--- config.mk ---
export PLATFORM = sky130hd
export DESIGN_NAME = can_dto_guard
export DESIGN_NICKNAME = d
export VERILOG_FILES = /design/src/rtl/can_dto_pkg.sv /design/src/rtl/can_dto_sync_edge.sv /design/src/rtl/can_dto_timer.sv /design/src/rtl/can_dto_guard.sv
export SDC_FILE = /design/constraint.sdc
export NUM_CORES = 1
export LEC_CHECK = 0
export BUFFER_PORTS_ARGS = -buffer_cell sky130_fd_sc_hd__buf_2
export CAP_MARGIN = 10
export CORE_MARGIN = 5
export CORE_UTILIZATION = 57
export DETAILED_ROUTE_END_ITERATION = 12
export GPL_ROUTABILITY_DRIVEN = 0
export HOLD_SLACK_MARGIN = 0.15
export PLACE_DENSITY = 0.82
export SLEW_MARGIN = 20
export SYNTH_ARGS = -nofsm -noshare
export SYNTH_HDL_FRONTEND = slang
export SYNTH_HIERARCHICAL = 1
export SYNTH_SLANG_ARGS = --single-unit
export TNS_END_PERCENT = 20
--- constraint.sdc ---
create_clock -name clk_i -period 2.35 [get_ports clk_i]
set_input_delay 0.1175 -clock clk_i [delete_from_list [all_inputs] [get_ports clk_i]]
set_output_delay 0.1175 -clock clk_i [all_outputs]
set_load 0.05 [all_outputs]
--- src/rtl/can_dto_pkg.sv ---
package can_dto_pkg;
  localparam logic TXD_RECESSIVE = 1'b1;
  localparam int unsigned DEF_CLK_HZ = 50_000_000;
  localparam int unsigned DEF_TIMEOUT_US = 1200;

  function automatic int unsigned cyc_from_us(int unsigned clk_hz, int unsigned us);
    return (clk_hz / 1_000_000) * us;
  endfunction
endpackage

--- src/rtl/can_dto_sync_edge.sv ---
module can_dto_sync_edge
  import can_dto_pkg::*;
#(
  parameter int unsigned STAGES = 2
) (
  input  logic clk_i,
  input  logic rst_ni,
  input  logic d_i,
  output logic d_s_o,
  output logic fall_o,
  output logic rise_o
);
  logic [STAGES-1:0] sync_q;
  logic              prev_q;

  always_ff @(posedge clk_i or negedge rst_ni) begin
    if (!rst_ni) begin
      sync_q <= {STAGES{TXD_RECESSIVE}};
      prev_q <= TXD_RECESSIVE;
    end else begin
      sync_q <= {sync_q[STAGES-2:0], d_i};
      prev_q <= sync_q[STAGES-1];
    end
  end

  assign d_s_o  = sync_q[STAGES-1];
  assign fall_o = prev_q & ~d_s_o;
  assign rise_o = ~prev_q & d_s_o;
endmodule

--- src/rtl/can_dto_timer.sv ---
module can_dto_timer #(
  parameter int unsigned TIMEOUT_CYC = 60000
) (
  input  logic clk_i,
  input  logic rst_ni,
  input  logic mode_act_i,
  input  logic dom_i,
  input  logic fall_i,
  input  logic rise_i,
  output logic fault_o
);
  localparam int unsigned CW = $clog2(TIMEOUT_CYC + 1);
  localparam logic [CW-1:0] LIMIT = CW'(TIMEOUT_CYC);

  logic [CW-1:0] cnt_q;
  logic          armed_q;
  logic          fault_q;

  always_ff @(posedge clk_i or negedge rst_ni) begin
    if (!rst_ni) begin
      cnt_q   <= '0;
      armed_q <= 1'b0;
      fault_q <= 1'b0;
    end else if (!mode_act_i || rise_i) begin
      cnt_q   <= '0;
      armed_q <= 1'b0;
      fault_q <= 1'b0;
    end else if (fall_i) begin
      // fresh interval on every falling edge
      cnt_q   <= CW'(1);
      armed_q <= 1'b1;
    end else if (armed_q && dom_i) begin
      if (cnt_q != LIMIT) cnt_q <= cnt_q + CW'(1);
      if (cnt_q == LIMIT) fault_q <= 1'b1;
    end
  end

  assign fault_o = fault_q;

  a_r8_cnt_saturates: assert property (@(posedge clk_i) disable iff (!rst_ni)
    cnt_q <= LIMIT);
  a_r7_exit_clears: assert property (@(posedge clk_i) disable iff (!rst_ni)
    !mode_act_i |=> !fault_q);
  a_r5_rise_clears: assert property (@(posedge clk_i) disable iff (!rst_ni)
    rise_i |=> !fault_q);
  a_r4_fault_on_dominant: assert property (@(posedge clk_i) disable iff (!rst_ni)
    $rose(fault_q) |-> $past(dom_i) && $past(mode_act_i));
endmodule

--- src/rtl/can_dto_guard.sv ---
module can_dto_guard
  import can_dto_pkg::*;
#(
  parameter int unsigned CLK_HZ      = DEF_CLK_HZ,
  parameter int unsigned TIMEOUT_CYC = cyc_from_us(CLK_HZ, DEF_TIMEOUT_US),
  parameter int unsigned SYNC_STAGES = 2
) (
  input  logic clk_i,
  input  logic rst_ni,
  input  logic mode_act_i,
  input  logic txd_i,
  input  logic rxd_i,
  output logic drv_en_o,
  output logic txd_o,
  output logic rxd_o,
  output logic flt_n_o
);
  logic txd_s, txd_fall, txd_rise, fault;

  can_dto_sync_edge #(.STAGES(SYNC_STAGES)) u_sync (
    .clk_i (clk_i),
    .rst_ni(rst_ni),
    .d_i   (txd_i),
    .d_s_o (txd_s),
    .fall_o(txd_fall),
    .rise_o(txd_rise)
  );

  can_dto_timer #(.TIMEOUT_CYC(TIMEOUT_CYC)) u_timer (
    .clk_i     (clk_i),
    .rst_ni    (rst_ni),
    .mode_act_i(mode_act_i),
    .dom_i     (txd_s != TXD_RECESSIVE),
    .fall_i    (txd_fall),
    .rise_i    (txd_rise),
    .fault_o   (fault)
  );

  assign drv_en_o = mode_act_i & ~fault;
  assign txd_o    = fault ? TXD_RECESSIVE : txd_i;
  assign rxd_o    = rxd_i;
  assign flt_n_o  = ~fault;

  a_r4_driver_released: assert property (@(posedge clk_i) disable iff (!rst_ni)
    !flt_n_o |-> !drv_en_o && txd_o);
  a_r2_idle_no_fault: assert property (@(posedge clk_i) disable iff (!rst_ni)
    !mode_act_i && $past(!mode_act_i) |-> flt_n_o);
endmodule

# --- Word-level counts from Yosys, hierarchy flattened ---
# Index checks and enable logic that the tools add are counted.
word_totals:
  wordCells: 36
  register_bits: 21
  inputBits: 5
  out_inout_bits: 4
classes:
  n_reduce_logical: 10
  bitwise: 6
  eq_ne: 3
  mux: 11
  n_addsub: 1
op_table:
  columns: ["op", "count"]
  rows:
  - ["2-to-1 mux 16 bit", 4]
  - ["adder 16 x 1 -> 16 bit (second input constant)", 1]
  - ["== test 16 bit (second input constant)", 1]
  - ["!= test 16 bit (second input constant)", 1]
  - ["2-to-1 mux 1 bit", 7]
  - ["nonzero test 2 bit", 3]
  - ["nonzero test 3 bit", 2]
  - ["bitwise AND 1 bit", 3]
  - ["NOT 1 bit", 3]
  - ["AND reduction 3 bit", 1]
  - ["!= test 2 x 1 -> 1 bit (second input constant)", 1]
  - ["AND reduction 2 bit", 1]
  - ["logical AND 1 bit", 1]
  - ["zero test 1 bit", 1]
  - ["logical OR 1 bit", 1]

# --- Logic depth before layout (Yosys ltp) ---
# Gate-level depths: netlist of the first run.
depth:
  word_depth: 5
  ltp_mapped: 6
  mapped_depth_nobuf: 6

# --- Cells and area by module ---
# The synthesis of the first run kept the hierarchy.
by_module_without_submodules:
  columns: ["mod", "cells_each", "n_inst", "seq_area_each_um2", "area_per_inst_um2"]
  rows:
  - ["can_dto_timer", 102, 1, 450.4, 987.2]
  - ["can_dto_sync_edge", 5, 1, 78.8, 93.8]
  - ["can_dto_guard", 5, 1, 0.0, 27.5]

# --- Worst setup path after synthesis of the first run ---
# Ideal clock, no wire load.
synth_path:
  kind: "register to register"
  from: "register u_sync.prev_q"
  to: "register u_timer.cnt_q[2]"
  path_stages_with_launch: 6
  t_required_ps: 2283
  synth_period_minus_slack_ps: 1842
  path_slack_ps: 508
  n_path_buf: 0
  arrival_time_ps: 1775
  setup_ps: 67
  path_cell_list: "dfstp_2 and2b_2 nand2b_1 nand2b_1 or4_2 nand2_1"
synth_via:
  elab_chain_cells: 5
  word_cells_on_any_way: 9
  classes_between: "2 x mux; 3 x bitwise; 4 x reduce/logical"
synth_rtl:
  columns: ["element", "line", "rtl"]
  rows:
  - ["start: declaration", "can_dto_sync_edge.sv:14", "logic prev_q;"]
  - ["start signal: assignment", "can_dto_sync_edge.sv:22", "prev_q <= sync_q[STAGES-1];"]
  - ["NOT 1 bit *", "can_dto_sync_edge.sv:28", "assign rise_o = ~prev_q & d_s_o;"]
  - ["bitwise AND 1 bit *", "can_dto_sync_edge.sv:28", null]
  - ["via txd_rise", "can_dto_guard.sv:18", "logic txd_s, txd_fall, txd_rise, fault;"]
  - ["logical OR 1 bit *", "can_dto_timer.sv:24", "end else if (!mode_act_i || rise_i) begin"]
  - ["nonzero test 3 bit (no line)", null, null]
  - ["AND reduction 2 bit (no line)", null, null]
  - ["end signal: assignment", "can_dto_timer.sv:33", "if (cnt_q != LIMIT) cnt_q <= cnt_q + CW'(1);"]
  - ["end: declaration", "can_dto_timer.sv:15", "logic [CW-1:0] cnt_q;"]
# The timed path passes the listed nets; every way through them passes the cells marked *.
# A chain may end at the register's enable or synchronous reset.

# --- Worst setup path after layout of the first run ---
layout_path:
  from: "register u_timer.cnt_q[2]"
  to: "register u_timer.cnt_q[0]"
layout_via:
  elab_chain_cells: 3
layout_rtl:
  columns: ["element", "line"]
  rows:
  - ["!= test 16 bit", "can_dto_timer.sv:33"]
  - ["nonzero test 3 bit (no line)", null]
  - ["AND reduction 2 bit (no line)", null]
# Every way passes these cells.

==> flow_summary.ini, run 1 <==
[place]
io_buffers = 6
placed_cell_area_um2 = 1170
place_ws_ps = 457
dpl.cell_count = 144
hpwl_um = 1570

[routing]
drt_first_pass_iters = 4
drt_iter0_markers = 41
ant_nets = 0
viasPerCell = 5.96
wl_um = 2220
drt-met1-wl_um = 1040
post_drt_wl_per_cell_um = 14.7
dr_total_vias = 900
wl_met2_um = 1050
drc = 0
top_layer_used = met4
wl_met3_um = 104

[cts]
cts_tree = yes
clockBufferDepth = 2
clkLatencyLatePin_ps = 300
cts_resized = 0
cts.sinks = 21
root_buffer = clkbuf_4
clk_pin_slew_worst_paths_ps = 120
htreeDepth = 1
cts_inserted_buffers = 3

[cells_and_area]
final_core_utilization_pct = 64.4
fin_cells = 151
diodes = 0
final_common_cell = dfrtp_1
nFillCells = 156
multi_input_area_um2 = 542
nets = 132
area_growth_pct = 10.5
design_area_um2 = 1220
seq_area_um2 = 529
final_cell_mix = 18 x dfrtp_1, 12 x nor2_1, 7 x inv_1, 7 x nand4_1, 7 x nand2_1
post_route_cells_drive_above_1_share_pct = 16.1

[critical_path]
cp-start-kind = flop
timing_worst_setup_path_type = flop to flop
timing.reg2reg.setup_slack_ps = 420
path_delay_family = simple AND/OR/NAND/NOR gates
path_buf_inv = 0
worstPathMaxFanout = 9
cp_slowest_cell = or4b_4
endpoint_kind = flop
crit_chain = or4b_4 > nor4_4 > o21ai_0 > a31oi_1
crit_arrival_ps = 2160
max_stage_delay_ps = 560
cp.required_ps = 2580

[yosys]
synth_top_family_by_area = simple AND/OR/NAND/NOR gates
async_flop_share_pct = 100
synth_compound_area_share_pct = 8.58
synth_top_area_cell = dfrtp_1
synthesis.area_um2 = 1110
syn_area_per_cell_um2 = 9.90
synth-edff-count = 0
netlist_instances = 112
synth_cell_types = 35
seq_area_frac_synth_pct = 47.7
synth_xor_area_share_pct = 6.32
syn_nets = 119
synthTopCellsByArea = dfrtp_1 41%, dfstp_2 7.1%, xnor2_1 4.7%, nor2_1 4.1%, nand4_1 4.0%
synth_seq_cells = 21
yosys_warnings = 6
synthFlopType = dfrtp_1
synthSimpleGateAreaFrac_pct = 31.7
synthMuxAreaShare_pct = 0
synth_fa_ha_area_share_pct = 2.26
synth_top_area_share_pct = 40.6

[status]
outcome = finished clean

[min_path]
hold_class = primary input to output port

[timing]
slew_viol_final = 0
slew_headroom_pct = 69.3
hold_ws_ps = 235
grt_setup_unrepaired = no
period_share_pct = 82.0
layout_setup_ws_ps = 423
final_hold_viol_count = 0
worst_slew_pin_slew_ps = 457
setup_viol = 0
post-route-min-period_ps = 1930
skew_ps = 8.08
maxClockFrequency_mhz = 519
fin_tns_setup_ps = 0

[floorplan]
ioPinCount = 9
dieHeight_um = 54.1
die-area_um2 = 2930
coreArea_um2 = 1900
num_rows = 16
start_util_pct = 58.3
die_width_um = 54.1

[global_routing]
antenna_found_initial = 0
grt-ovfl-total = 0
grt_max_degree = 22
grt_pass1_vias = 871
grt_pass1_wl_um = 3890
grt_usage_pct = 18.4

[pwr]
totalPowerFinal_mw = 0.593
power.leakage_nw = 0.473
vdd.ir_drop.worst_mv = 0.348
power_density_nw_per_um2 = 484

[flow_run]
cap_violations = 0
==> synth_stat cells (2+ instances only) <==
| cell | instances |
|---|---|
| or3_2 | 2 |
| nor4_1 | 3 |
| o21ai_0 | 4 |
| dfrtp_1 | 18 |
| ha_1 | 2 |
| a31oi_1 | 2 |
| o31ai_1 | 3 |
| nand3_1 | 2 |
| nand4_1 | 7 |
| nand2_1 | 7 |
| nor2_1 | 12 |
| nand2b_1 | 2 |
| dfstp_2 | 3 |
| xor2_1 | 2 |
| o211ai_1 | 2 |
| inv_1 | 7 |
| or4_1 | 3 |
| a21oi_1 | 5 |
| xnor2_1 | 6 |
| nor2b_1 | 2 |
| or3_1 | 4 |
==> final timing paths <==
kind,from,to,cells after the start
min,rxd_i,rxd_o,0
max reg2reg,u_timer/cnt_q[2],u_timer/cnt_q[0],4
min reg2reg,u_sync/sync_q[0],u_sync/sync_q[1],0
min in group asynchronous,rst_ni,u_timer/cnt_q[6],2
max in group asynchronous,rst_ni,u_sync/sync_q[1],2
max,u_timer/cnt_q[2],u_timer/cnt_q[0],4
==> state kept, by name, summed over array words and instances, names as in the netlist <==
name,flops
u_sync/prev_q,1
u_timer/cnt_q,16
u_timer/armed_q,1
u_sync/sync_q,2
u_timer/fault_o,1
==> cell families (layout without fill, tap and decap cells) <==
kind of cell | after synthesis | after routing
and+or+nand+nor | 56 | 56
adders and majority gates | 2 | 2
DFF | 21 | 21
AOI/OAI and AO/OA | 16 | 16
buffers and inverters | 9 | 21
xor gates and xnor gates | 8 | 8
==> where the power goes <==
group          internal, mW  leakage, nW  total (mW)  switching, mW
logic                0.0142        0.176      0.0441         0.0299
clock network        0.0662       0.0150       0.177          0.110
registers             0.368        0.282       0.373        0.00454
==> cell type report <==
| cell class | count | share of cell area [%] |
|---|---|---|
| Clock buffer | 4 | 2.15 |
| Inverter | 7 | 2.15 |
| Multi-Input combinational cell | 82 | 44.2 |
| Sequential cell | 21 | 43.2 |
| Tap cell | 27 | 2.76 |
| Timing Repair Buffer | 10 | 5.52 |
==> per-layer routing <==
layer | vias up | global-route usage (%)
met2 | 28 | 30.4
met5 | - | 0
li1 | 426 | -
met1 | 442 | 24.3
met4 | 0 | 6.64
met3 | 4 | 2.77
==> what timing repair did <==
action | CTS | global route
buffers inserted | 0 | 0
hold buffers | 3 | 0
hold endpoints to repair | 23 | 0
Power figures use the tool's default switching activity.
==> run 2, diff against run 1 <==
==> constraint.sdc (replaced) <==
create_clock -name clk_i -period 2 [get_ports clk_i]
set_input_delay 0.1 -clock clk_i [delete_from_list [all_inputs] [get_ports clk_i]]
set_output_delay 0.1 -clock clk_i [all_outputs]
set_load 0.05 [all_outputs]
==> flow_summary.ini, run 2 (synthesized netlist as in run 1, its figures left out) <==
[status]
outcome = finished clean

[global_routing]
met1_usage_pct = 24.5
grt-ovfl-total = 0
grt_usage_pct = 19.1
antenna_found_initial = 0
use_met3_pct = 3.60
grt_pass1_vias = 898
grt_pass1_wl_um = 3960
top_usage_layer = met2
grt_max_degree = 22
gr-usage-met2_pct = 31.5

[pwr]
power.leakage_nw = 0.501
vdd.ir_drop.worst_mv = 0.425
power_density_nw_per_um2 = 544
totalPowerFinal_mw = 0.691

[timing]
fin_tns_setup_ps = 0
maxClockFrequency_mhz = 534
worst_slew_pin_slew_ps = 454
period_share_pct = 93.6
skew_ps = 2.07
slew_headroom_pct = 69.8
final_hold_viol_count = 0
hold_ws_ps = 200
setup_viol = 0
grt_setup_unrepaired = no
post-route-min-period_ps = 1870
layout_setup_ws_ps = 128
slew_viol_final = 0

[cts]
clockBufferDepth = 2
clkLatencyLatePin_ps = 300
htreeDepth = 1
root_buffer = clkbuf_4
cts.sinks = 21
clk_pin_slew_worst_paths_ps = 110
cts_tree = yes
cts_resized = 0
cts_inserted_buffers = 3

[cells_and_area]
nets = 138
largest_reg_flops = 16
multi_input_area_um2 = 542
area_growth_pct = 14.6
diodes = 0
final_common_cell = dfrtp_1
final_cell_mix = 18 x dfrtp_1, 12 x nor2_1
final_core_utilization_pct = 66.8
seq_area_um2 = 529
post_route_cells_drive_above_1_share_pct = 20.0
regMostFlops = u_timer/cnt_q
reg_top3 = u_timer/cnt_q: 16 flops, u_sync/sync_q: 2 flops
nFillCells = 153

[floorplan]
start_util_pct = 58.3
num_rows = 16
ioPinCount = 9
coreArea_um2 = 1900
die-area_um2 = 2930
die_width_um = 54.1
dieHeight_um = 54.1

[critical_path]
crit_arrival_ps = 2120
r2r_start = u_timer/cnt_q[0]
timing_worst_setup_path_type = flop to flop
cp-start-kind = flop
worstPathMaxFanout = 9
endpoint_kind = flop
crit_start = u_timer/cnt_q[0]
cp.required_ps = 2250

[min_path]
min_from = rxd_i
hold_class = primary input to output port

[routing]
drc = 0
wl_um = 2320
drt_first_pass_iters = 6
dr_total_vias = 937
post_drt_wl_per_cell_um = 14.8
ant_nets = 0
viasPerCell = 5.97
drt_iter0_markers = 74

[flow_run]
cap_violations = 0

[place]
place_ws_ps = 118
hpwl_um = 1590
io_buffers = 6
==> run 2: metal layers <==
metal / routed length [um] / share of wire (%)
met2: 1150 / 49
met4: 27 / 1.2
met3: 141 / 6.1
met5: 0 / 0
met1: 1010 / 43
==> run 2: worst paths after layout <==
check                                   end  slack, ps  depth (start not counted)
max                        u_timer/cnt_q[2]        130                          7
min                                   rxd_o        200                          0
max reg2reg                u_timer/cnt_q[2]        130                          7
min reg2reg                u_sync/sync_q[1]        370                          0
max in group asynchronous  u_sync/sync_q[1]       1390                          2
min in group asynchronous  u_timer/cnt_q[3]        270                          2
==> run 2: stage by stage <==
stage	cell area, um^2	cells
2_1_floorplan	1110	112
4_1_cts	1250	155
6_report	1270	157
5_1_grt	1270	157
3_5_place_dp	1200	148
3_3_place_gp	1200	148
==> run 2: final cells by class <==
class                      count  share of cell area, %
clock buffer                   4                   2.07
sequential                    21                   41.7
inverter                       7                   2.07
multi-input combinational     82                   42.7
timing repair buffer          16                   8.87
tap                           27                   2.66
==> run 2: worst max-delay path: stages, from the launching register on <==
cell and delay (ps):
dfrtp_1 490, inv_1 70, ha_1 210, nand3b_1 140
nor4_4 60, buf_4 160, or4_2 610, nand2_1 80
==> run 2: timing repair <==
| action | CTS | global route |
|---|---|---|
| endpoints found under the setup margin | 0 | 2 |
| hold buffers | 3 | 0 |
| setup buffers | 0 | 2 |
| hold endpoints to repair | 24 | 0 |
==> run 2: where the power goes <==
group,leakage [nW],switching (mW),internal [mW]
Sequential,0.282,0.00542,0.432
Clock,0.0150,0.121,0.0777
Combinational,0.204,0.0355,0.0184
==> run 3, diff against run 2 <==
--- a/config.mk
+++ b/config.mk
@@ -5,11 +5,11 @@
 export SDC_FILE = /design/constraint.sdc
 export NUM_CORES = 1
 export LEC_CHECK = 0
-export BUFFER_PORTS_ARGS = -buffer_cell sky130_fd_sc_hd__buf_2
 export CAP_MARGIN = 10
 export CORE_MARGIN = 5
-export CORE_UTILIZATION = 57
+export CORE_UTILIZATION = 60
 export DETAILED_ROUTE_END_ITERATION = 12
+export DONT_BUFFER_PORTS = 1
 export GPL_ROUTABILITY_DRIVEN = 0
 export HOLD_SLACK_MARGIN = 0.15
 export PLACE_DENSITY = 0.82
==> flow_summary.ini, run 3 (synthesized netlist as in run 1, its figures left out) <==
[floorplan]
die_width_um = 53.0
dieHeight_um = 53.0
start_util_pct = 63.5
coreArea_um2 = 1750
die-area_um2 = 2810
num_rows = 15
ioPinCount = 9

[timing]
slew_headroom_pct = 38.5
grt_setup_unrepaired = no
layout_setup_ws_ps = 52.7
final_hold_viol_count = 0
post-route-min-period_ps = 1950
slew_viol_final = 0
worst_slew_pin_slew_ps = 920
period_share_pct = 97.4
skew_ps = 7.08
fin_tns_setup_ps = 0
hold_ws_ps = 201
setup_viol = 0
maxClockFrequency_mhz = 514

[global_routing]
grt_usage_pct = 19.5
grt_pass1_wl_um = 3870
grt_max_degree = 22
grt-ovfl-total = 0
antenna_found_initial = 0
grt_pass1_vias = 865

[cells_and_area]
final_common_cell = dfrtp_1
nets = 131
regMostFlops = u_timer/cnt_q
diodes = 0
final_cell_mix = 18 x dfrtp_1, 12 x nor2_1, 7 x inv_1, 7 x nand4_1, 7 x nand2_1
fin_cells = 148
post_route_cells_drive_above_1_share_pct = 16.3
area_growth_pct = 11.1
reg_top3 = u_timer/cnt_q: 16 flops, u_sync/sync_q: 2 flops
largest_reg_flops = 16

[cts]
clockBufferDepth = 2
root_buffer = clkbuf_4
clkLatencyLatePin_ps = 310
cts_tree = yes
htreeDepth = 1
cts.sinks = 21
cts_inserted_buffers = 3
clk_pin_slew_worst_paths_ps = 110

[routing]
drt_first_pass_iters = 4
post_drt_wl_per_cell_um = 15.7
drt_iter0_markers = 31
viasPerCell = 6.16
ant_nets = 0
drc = 0
dr_total_vias = 912
wl_um = 2330

[critical_path]
endpoint_kind = flop
timing_worst_setup_path_type = flop to flop
crit_arrival_ps = 2170
cp.required_ps = 2230
worstPathMaxFanout = 9
cp-start-kind = flop

[min_path]
hold_class = primary input to output port

[status]
outcome = finished clean

[pwr]
vdd.ir_drop.worst_mv = 0.571
power.leakage_nw = 0.475
totalPowerFinal_mw = 0.696
power_density_nw_per_um2 = 565

[place]
place_ws_ps = 63.1
dpl.cell_count = 141
hpwl_um = 1670
io_buffers = 0

[flow_run]
cap_violations = 0
run 3: where the power goes:
group	switching [mW]	internal (mW)	leakage [nW]
combinational	0.0361	0.0163	0.176
sequential	0.00522	0.433	0.282
clock	0.131	0.0747	0.0177
run 3: stage by stage:
stage          area [um^2]  util [%]
3_5_place_dp          1170      67.2
4_1_cts               1230      70.5
6_report              1230      70.5
3_3_place_gp          1170      67.2
5_1_grt               1230      70.5
2_1_floorplan         1110         -
run 3: repair_timing:
| action | CTS | global route |
|---|---|---|
| setup buffers | 0 | 0 |
| setup endpoints to repair | 0 | 1 |
| hold endpoints to repair | 25 | 0 |
| gates resized for setup | 0 | 0 |
| hold buffers | 3 | 0 |
run 3: path summary, 6_finish.rpt:
| kind | slack, ps | depth (start not counted) | startpoint | end |
|---|---|---|---|---|
| hold reg to reg | 370 | 0 | u_sync/sync_q[0] | u_sync/sync_q[1] |
| max in group asynchronous | 1080 | 1 | rst_ni | u_timer/cnt_q[10] |
| min in group asynchronous | 360 | 1 | rst_ni | u_timer/cnt_q[13] |
| hold / removal | 200 | 0 | rxd_i | rxd_o |
| setup reg to reg | 50 | 4 | u_timer/cnt_q[4] | u_timer/cnt_q[0] |
| setup / recovery | 50 | 4 | u_timer/cnt_q[4] | u_timer/cnt_q[0] |
run 3: layout make-up:
class | count | area (um^2)
repair buffers | 9 | 75.1
fillers | 134 | 514
well taps | 25 | 31.3
clock buffers | 3 | 22.5
multi-input cells | 82 | 542
flip-flops and latches | 21 | 529
clock inverters | 1 | 5.00
inverters | 7 | 26.3
run 3: worst max-delay path: stages (launching register included):
cell     delay [ps]
dfrtp_1         460
or4b_1          580
nor4_4          440
o21ai_0         180
a31oi_1         210
run 3: per-layer routing:
layer | share of wire (%) | global-route usage (%)
met1 | 46 | 25.1
met2 | 48 | 30.4
met3 | 4.8 | 3.66
met4 | 1.5 | 11.5
met5 | 0 | 0
